<file path="src/rtl/fws_pkg.sv">
package fws_pkg;
  typedef enum logic [1:0] {
    ST_SLEEP = 2'd0,
    ST_WAKE  = 2'd1,
    ST_CAPT  = 2'd2,
    ST_CONT  = 2'd3
  } fws_state_e;

  localparam logic [1:0] MODE_CONT = 2'd0;
  localparam logic [1:0] MODE_MONO = 2'd3;

  // Trigger-capture register plus strobe register give a fixed 2-cycle offset.
  localparam int FIXED_OFFSET = 2;
endpackage

</file>
<file path="src/rtl/fws_delay_timer.sv">
module fws_delay_timer #(
  parameter int DELAY_W    = 14,
  parameter int UNIT_SHIFT = 6
) (
  input  logic               clk,
  input  logic               rst,
  input  logic               start,
  input  logic [DELAY_W-1:0] units,
  output logic               hit
);
  localparam int CNT_W = DELAY_W + UNIT_SHIFT;

  logic [CNT_W-1:0]   cnt_q;
  logic [DELAY_W-1:0] units_q;
  logic               run_q;
  logic [CNT_W-1:0]   target;

  assign target = {units_q, {UNIT_SHIFT{1'b0}}};
  assign hit    = run_q && (cnt_q == target);

  always_ff @(posedge clk) begin
    if (rst) begin
      cnt_q   <= '0;
      units_q <= '0;
      run_q   <= 1'b0;
    end else if (start) begin
      cnt_q   <= '0;
      units_q <= units;
      run_q   <= 1'b1;
    end else if (hit) begin
      run_q   <= 1'b0;
    end else if (run_q) begin
      cnt_q   <= cnt_q + 1'b1;
    end
  end
endmodule

</file>
<file path="src/rtl/fws_frame_tally.sv">
module fws_frame_tally #(
  parameter int FRAMES_W = 6
) (
  input  logic                clk,
  input  logic                rst,
  input  logic                load,
  input  logic [FRAMES_W-1:0] total,
  input  logic                dec,
  output logic                last
);
  logic [FRAMES_W-1:0] left_q;

  assign last = (left_q <= FRAMES_W'(1));

  always_ff @(posedge clk) begin
    if (rst) begin
      left_q <= FRAMES_W'(1);
    end else if (load) begin
      left_q <= (total == '0) ? FRAMES_W'(1) : total;
    end else if (dec && !last) begin
      left_q <= left_q - 1'b1;
    end
  end
endmodule

</file>
<file path="src/rtl/fws_wake_check.sv">
module fws_wake_check #(
  parameter int DELAY_W         = 14,
  parameter int UNIT_SHIFT      = 6,
  parameter int MIN_WAKE_CYCLES = 16000
) (
  input  logic               clk,
  input  logic               rst,
  input  logic [DELAY_W-1:0] units,
  output logic               too_short
);
  import fws_pkg::*;

  localparam int SUM_W = DELAY_W + UNIT_SHIFT + 1;

  logic [SUM_W-1:0] total_cycles;

  assign total_cycles = {1'b0, units, {UNIT_SHIFT{1'b0}}} + SUM_W'(FIXED_OFFSET);

  always_ff @(posedge clk) begin
    if (rst) too_short <= 1'b0;
    else     too_short <= (total_cycles < SUM_W'(MIN_WAKE_CYCLES));
  end
endmodule

</file>
<file path="src/rtl/frame_wake_seq.sv">
module frame_wake_seq #(
  parameter int DELAY_W         = 14,
  parameter int FRAMES_W        = 6,
  parameter int UNIT_SHIFT      = 6,
  parameter int MIN_WAKE_CYCLES = 16000
) (
  input  logic                clk,
  input  logic                rst,
  input  logic [1:0]          mode_sel,
  input  logic [DELAY_W-1:0]  delay_units,
  input  logic [FRAMES_W-1:0] frame_total,
  input  logic                pin_trig,
  input  logic                sw_trig,
  input  logic                frame_done,
  output logic                sleep_req,
  output logic                busy,
  output logic                frame_start,
  output logic                sw_trig_clr,
  output logic                mode_bad,
  output logic                delay_bad
);
  import fws_pkg::*;

  fws_state_e state_q, state_n;
  logic strobe_n, clr_n, dec_n;
  logic trig_any, accept, delay_hit, last_frame;

  // The software bit is still set during the clear cycle; mask it there.
  assign trig_any = pin_trig | (sw_trig & ~sw_trig_clr);
  assign accept   = (state_q == ST_SLEEP) && (mode_sel == MODE_MONO) && trig_any;

  fws_delay_timer #(.DELAY_W(DELAY_W), .UNIT_SHIFT(UNIT_SHIFT)) u_delay (
    .clk   (clk),
    .rst   (rst),
    .start (accept),
    .units (delay_units),
    .hit   (delay_hit)
  );

  fws_frame_tally #(.FRAMES_W(FRAMES_W)) u_tally (
    .clk   (clk),
    .rst   (rst),
    .load  (accept),
    .total (frame_total),
    .dec   (dec_n),
    .last  (last_frame)
  );

  fws_wake_check #(
    .DELAY_W(DELAY_W), .UNIT_SHIFT(UNIT_SHIFT), .MIN_WAKE_CYCLES(MIN_WAKE_CYCLES)
  ) u_wake (
    .clk       (clk),
    .rst       (rst),
    .units     (delay_units),
    .too_short (delay_bad)
  );

  always_comb begin
    state_n  = state_q;
    strobe_n = 1'b0;
    clr_n    = 1'b0;
    dec_n    = 1'b0;
    case (state_q)
      ST_SLEEP: begin
        if (mode_sel == MODE_CONT) begin
          state_n  = ST_CONT;
          strobe_n = 1'b1;
        end else if (accept) begin
          state_n = ST_WAKE;
        end
      end
      ST_WAKE: begin
        if (delay_hit) begin
          state_n  = ST_CAPT;
          strobe_n = 1'b1;
        end
      end
      ST_CAPT: begin
        if (frame_done) begin
          dec_n = 1'b1;
          if (last_frame) begin
            state_n = ST_SLEEP;
            clr_n   = 1'b1;
          end else begin
            strobe_n = 1'b1;
          end
        end
      end
      ST_CONT: begin
        if (mode_sel != MODE_CONT) state_n = ST_SLEEP;
        else if (frame_done)       strobe_n = 1'b1;
      end
      default: state_n = ST_SLEEP;
    endcase
  end

  always_ff @(posedge clk) begin
    if (rst) begin
      state_q     <= ST_SLEEP;
      sleep_req   <= 1'b1;
      busy        <= 1'b0;
      frame_start <= 1'b0;
      sw_trig_clr <= 1'b0;
      mode_bad    <= 1'b0;
    end else begin
      state_q     <= state_n;
      sleep_req   <= (state_n == ST_SLEEP);
      busy        <= (state_n != ST_SLEEP);
      frame_start <= strobe_n;
      sw_trig_clr <= clr_n;
      mode_bad    <= (mode_sel == 2'd1) || (mode_sel == 2'd2);
    end
  end
endmodule

</file>
<file path="config.mk">
export PLATFORM = sky130hd
export DESIGN_NAME = frame_wake_seq
export DESIGN_NICKNAME = d
export VERILOG_FILES = /design/src/rtl/fws_pkg.sv /design/src/rtl/fws_delay_timer.sv /design/src/rtl/fws_frame_tally.sv /design/src/rtl/fws_wake_check.sv /design/src/rtl/frame_wake_seq.sv
export SDC_FILE = /design/constraint.sdc
export NUM_CORES = 1
export LEC_CHECK = 0
export ABC_AREA = 1
export CAP_MARGIN = 20
export CELL_PAD_IN_SITES_DETAIL_PLACEMENT = 0
export CELL_PAD_IN_SITES_GLOBAL_PLACEMENT = 1
export CORE_UTILIZATION = 40
export DETAILED_ROUTE_END_ITERATION = 10
export DONT_BUFFER_PORTS = 1
export GPL_TIMING_DRIVEN = 0
export HOLD_SLACK_MARGIN = 0.05
export PLACE_DENSITY_LB_ADDON = 0.1
export SLEW_MARGIN = 20
export SYNTH_ARGS = -nofsm -noshare
export SYNTH_HDL_FRONTEND = slang
export SYNTH_SLANG_ARGS = --single-unit
</file>
<file path="constraint.sdc">
create_clock -name clk -period 1.3 [get_ports clk]
set_input_delay 0.26 -clock clk [delete_from_list [all_inputs] [get_ports clk]]
set_output_delay 0.26 -clock clk [all_outputs]
set_load 0.02 [all_outputs]
</file>
==> flow_summary.toml <==
[finish]
nNetsFinal = 471
area.growth.synth_to_final_pct = 24.9
fin_util = 0.528
fillerInstances = 684
final_layout_size_suffix_gt1_frac = 0.317
insertedDiodeCount = 0
stdcell_count = 516

[place]
post-place-cells = 493
placement.io_buffers = 0
routabilityCongestion = 0.830
hpwl_um = 5370

[die]
floorplan.core_area_um2 = 6490
die_w_um = 84.8
row_count = 29
top_level_ports = 33
initial_utilization = 0.423
die-area_um2 = 7200
die_h_um = 84.8

[power]
vdd.ir_drop.worst_mv = 0.529
power_density_nw_per_um2 = 997
total_leakage_power_nw = 1.32

[logic_synthesis]
ys.warnings.count = 0
synth.net_count = 449
ys_ff_latch = 49
synth.yosys.seq_area_share = 0.357
syn_inst = 416
postSynthAreaPerCell_um2 = 6.60
netlist-cell-type-count = 31
post_synth_instance_area_um2 = 2750

[timing]
worst_pin_slew_ns = 0.532
timing_max_transition_violations_final = 0
timing.final.setup_violations = 32
fin_setup_tns_ns = -8.03
timing.final.ws_setup_ns = -0.321
f_max_mhz = 617
fin_worst_skew_ns = 0.00720
unrepaired_setup_endpoints_after_global_routing = "yes"
max_slew_margin = 0.645
post-route-min-period_ns = 1.62
hold_violations = 0
period_share = 1.25

[drt]
routed-via-count = 2555
post-route-drc-count = 0
detail_route.wirelength_um = 7110
detail_route.iter0.violations = 90
antenna_violating_nets_post_route = 0
route.detailed.vias_per_inst = 4.95
detailedRoute.firstPassIterationCount = 4
routed_wire_length_per_instance_um = 13.8

[worst_setup_path]
worstPathArrival_ns = 1.85
worstPathMaxFanout = 5
crit_type = "flip-flop to flip-flop"
worstPathRequired_ns = 1.53
cp-start-kind = "flip-flop"
critPathCaptureType = "flip-flop"

[global_routing]
globalRoute.totalOverflow = 0
number_of_antenna_violations_at_the_first_check_in_global_routing = 0
grt_max_degree = 16
number_of_global_route_vias_before_repair = 2588
overall_fraction_of_global_route_tracks_in_use = 0.211
global_route_wire_length_before_repair_um = 12000

[status]
violations = "negative setup slack"
run_status = "finished with violations"

[cts]
clock_tree.buffer_depth = 2
cts_root_buf = "sky130_fd_sc_hd__clkbuf_8"
cts_tree = "built"
cts_htree_levels = 2
clock_latency_ns = 0.30
clkSinkCount = 49
cts_buffers = 5
path_clk_slew_ns = 0.09

[min_path]
worst_hold_path_type = "input pin to flip-flop"

[run]
max_cap_violations = 0
-- worst paths after layout --
| kind | start | to | slack (ns) | cells after the start |
|---|---|---|---|---|
| setup reg to reg | u_delay.cnt_q[0] | u_delay.cnt_q[9] | -0.32 | 11 |
| hold / removal | delay_units[11] | u_delay.units_q[11] | 0.1 | 2 |
| setup / recovery | u_delay.cnt_q[0] | u_delay.cnt_q[9] | -0.32 | 11 |
| hold reg to reg | u_delay.units_q[2] | u_delay.units_q[2] | 0.48 | 2 |
-- cell type report --
| cell class | count | area (um^2) | share of cell area |
|---|---|---|---|
| buffer | 12 | 92.6 | 0.0270 |
| inverter | 56 | 220 | 0.0642 |
| multi-input combinational | 298 | 1740 | 0.508 |
| sequential | 49 | 1010 | 0.296 |
| clock buffer | 6 | 72.6 | 0.0212 |
| timing repair buffer | 16 | 151 | 0.0442 |
| tap | 77 | 96.3 | 0.0281 |
| clock inverter | 2 | 38.8 | 0.0113 |
-- synthesized netlist by cell type (all sizes together) --
master	instances	area share
o2111ai	1	0.0032
xor2	19	0.061
nor2	48	0.067
nor3	10	0.018
nand4	3	0.0068
or3	1	0.0023
o211ai	3	0.0082
a21oi	34	0.077
o221ai	1	0.0032
a22oi	1	0.0027
dfxtp	49	0.36
nand3	17	0.031
clkbuf	7	0.0096
a31oi	2	0.0046
nand2	127	0.18
buf	6	0.015
or2	1	0.0023
a21boi	1	0.0027
ha	6	0.027
o311ai	1	0.0032
o21ai	18	0.033
inv	56	0.077
o21bai	2	0.0055
nor4	2	0.0046
-- stage by stage --
step / power, mW / setup slack [ns] / hold WS (ns) / cell area, um^2
3_3_place_gp: 2.13 / -0.397 / 0.430 / 2920
2_1_floorplan: 2.02 / -0.0800 / 0.417 / 2820
3_5_place_dp: 2.14 / -0.399 / 0.431 / 2920
6_report: 3.42 / -0.321 / 0.0998 / 3430
4_1_cts: 3.43 / -0.325 / 0.0996 / 3320
5_1_grt: 3.60 / -0.407 / 0.101 / 3430
-- kinds of logic (layout without fill, tap and decap cells) --
kind of cell,after synthesis,in the layout,share of synthesized area
compound gates,64,64,0.143
xor+xnor,19,19,0.0606
fa+ha+maj,6,6,0.0273
buf+inv,69,92,0.102
flops,49,49,0.357
simple gates,209,209,0.310
-- metal layers --
metal	global-route usage	share of wire
met1	0.246	0.44
met4	0.0524	0.014
met5	0	0
met2	0.390	0.50
met3	0.0467	0.040
-- placed cells by master (no fill, tap or decap), types with 6 or more instances in the layout --
master / netlist / layout
sky130_fd_sc_hd__nand2_2: 1 / 33
sky130_fd_sc_hd__inv_1: 55 / 46
sky130_fd_sc_hd__o21ai_0: 15 / 10
sky130_fd_sc_hd__inv_2: 1 / 7
sky130_fd_sc_hd__nand3_1: 17 / 15
sky130_fd_sc_hd__xor2_1: 19 / 19
sky130_fd_sc_hd__o21ai_1: 3 / 6
sky130_fd_sc_hd__dfxtp_1: 49 / 29
sky130_fd_sc_hd__nor3_1: 10 / 8
sky130_fd_sc_hd__a21oi_2: 11 / 18
sky130_fd_sc_hd__buf_4: 0 / 13
sky130_fd_sc_hd__buf_6: 2 / 8
sky130_fd_sc_hd__nor2_1: 46 / 38
sky130_fd_sc_hd__nand2_1: 125 / 92
sky130_fd_sc_hd__nor2_2: 2 / 6
sky130_fd_sc_hd__dfxtp_2: 0 / 17
sky130_fd_sc_hd__a21oi_1: 23 / 16
-- worst max-delay path, cell delays in order, from the launching register on --
cell and delay [ns]:
sky130_fd_sc_hd__dfxtp_4 0.38, sky130_fd_sc_hd__inv_4 0.04, sky130_fd_sc_hd__ha_4 0.15, sky130_fd_sc_hd__nand3_4 0.10, sky130_fd_sc_hd__nor2_4 0.04, sky130_fd_sc_hd__nand2_2 0.08
sky130_fd_sc_hd__nor2_4 0.05, sky130_fd_sc_hd__buf_6 0.11, sky130_fd_sc_hd__a21boi_4 0.25, sky130_fd_sc_hd__buf_6 0.18, sky130_fd_sc_hd__nand2_2 0.04, sky130_fd_sc_hd__a21oi_1 0.12
-- flip-flops by register name, indices dropped and copies added (netlist names) --
| signal | count |
|---|---|
| u_wake.too_short | 1 |
| sleep_req | 1 |
| mode_bad | 1 |
| busy | 1 |
| state_q | 2 |
| u_delay.cnt_q | 20 |
| u_tally.left_q | 6 |
| u_delay.units_q | 14 |
| u_delay.run_q | 1 |
| sw_trig_clr | 1 |
| frame_start | 1 |
-- power by group --
group	total [mW]	internal, mW	switching (mW)
sequential	1.63	1.57	0.0639
combinational	0.679	0.289	0.391
clock	1.11	0.578	0.527
total	3.42	2.44	0.981
-- timing repair --
action | in CTS | in global routing
gates resized for setup | 59 | 53
setup endpoints to repair | 46 | 46
buffers inserted | 11 | 3
gates cloned | 3 | 0
pin swaps | 14 | 12
hold buffers | 0 | 0
No activity file was read; power rests on OpenSTA's default activity.
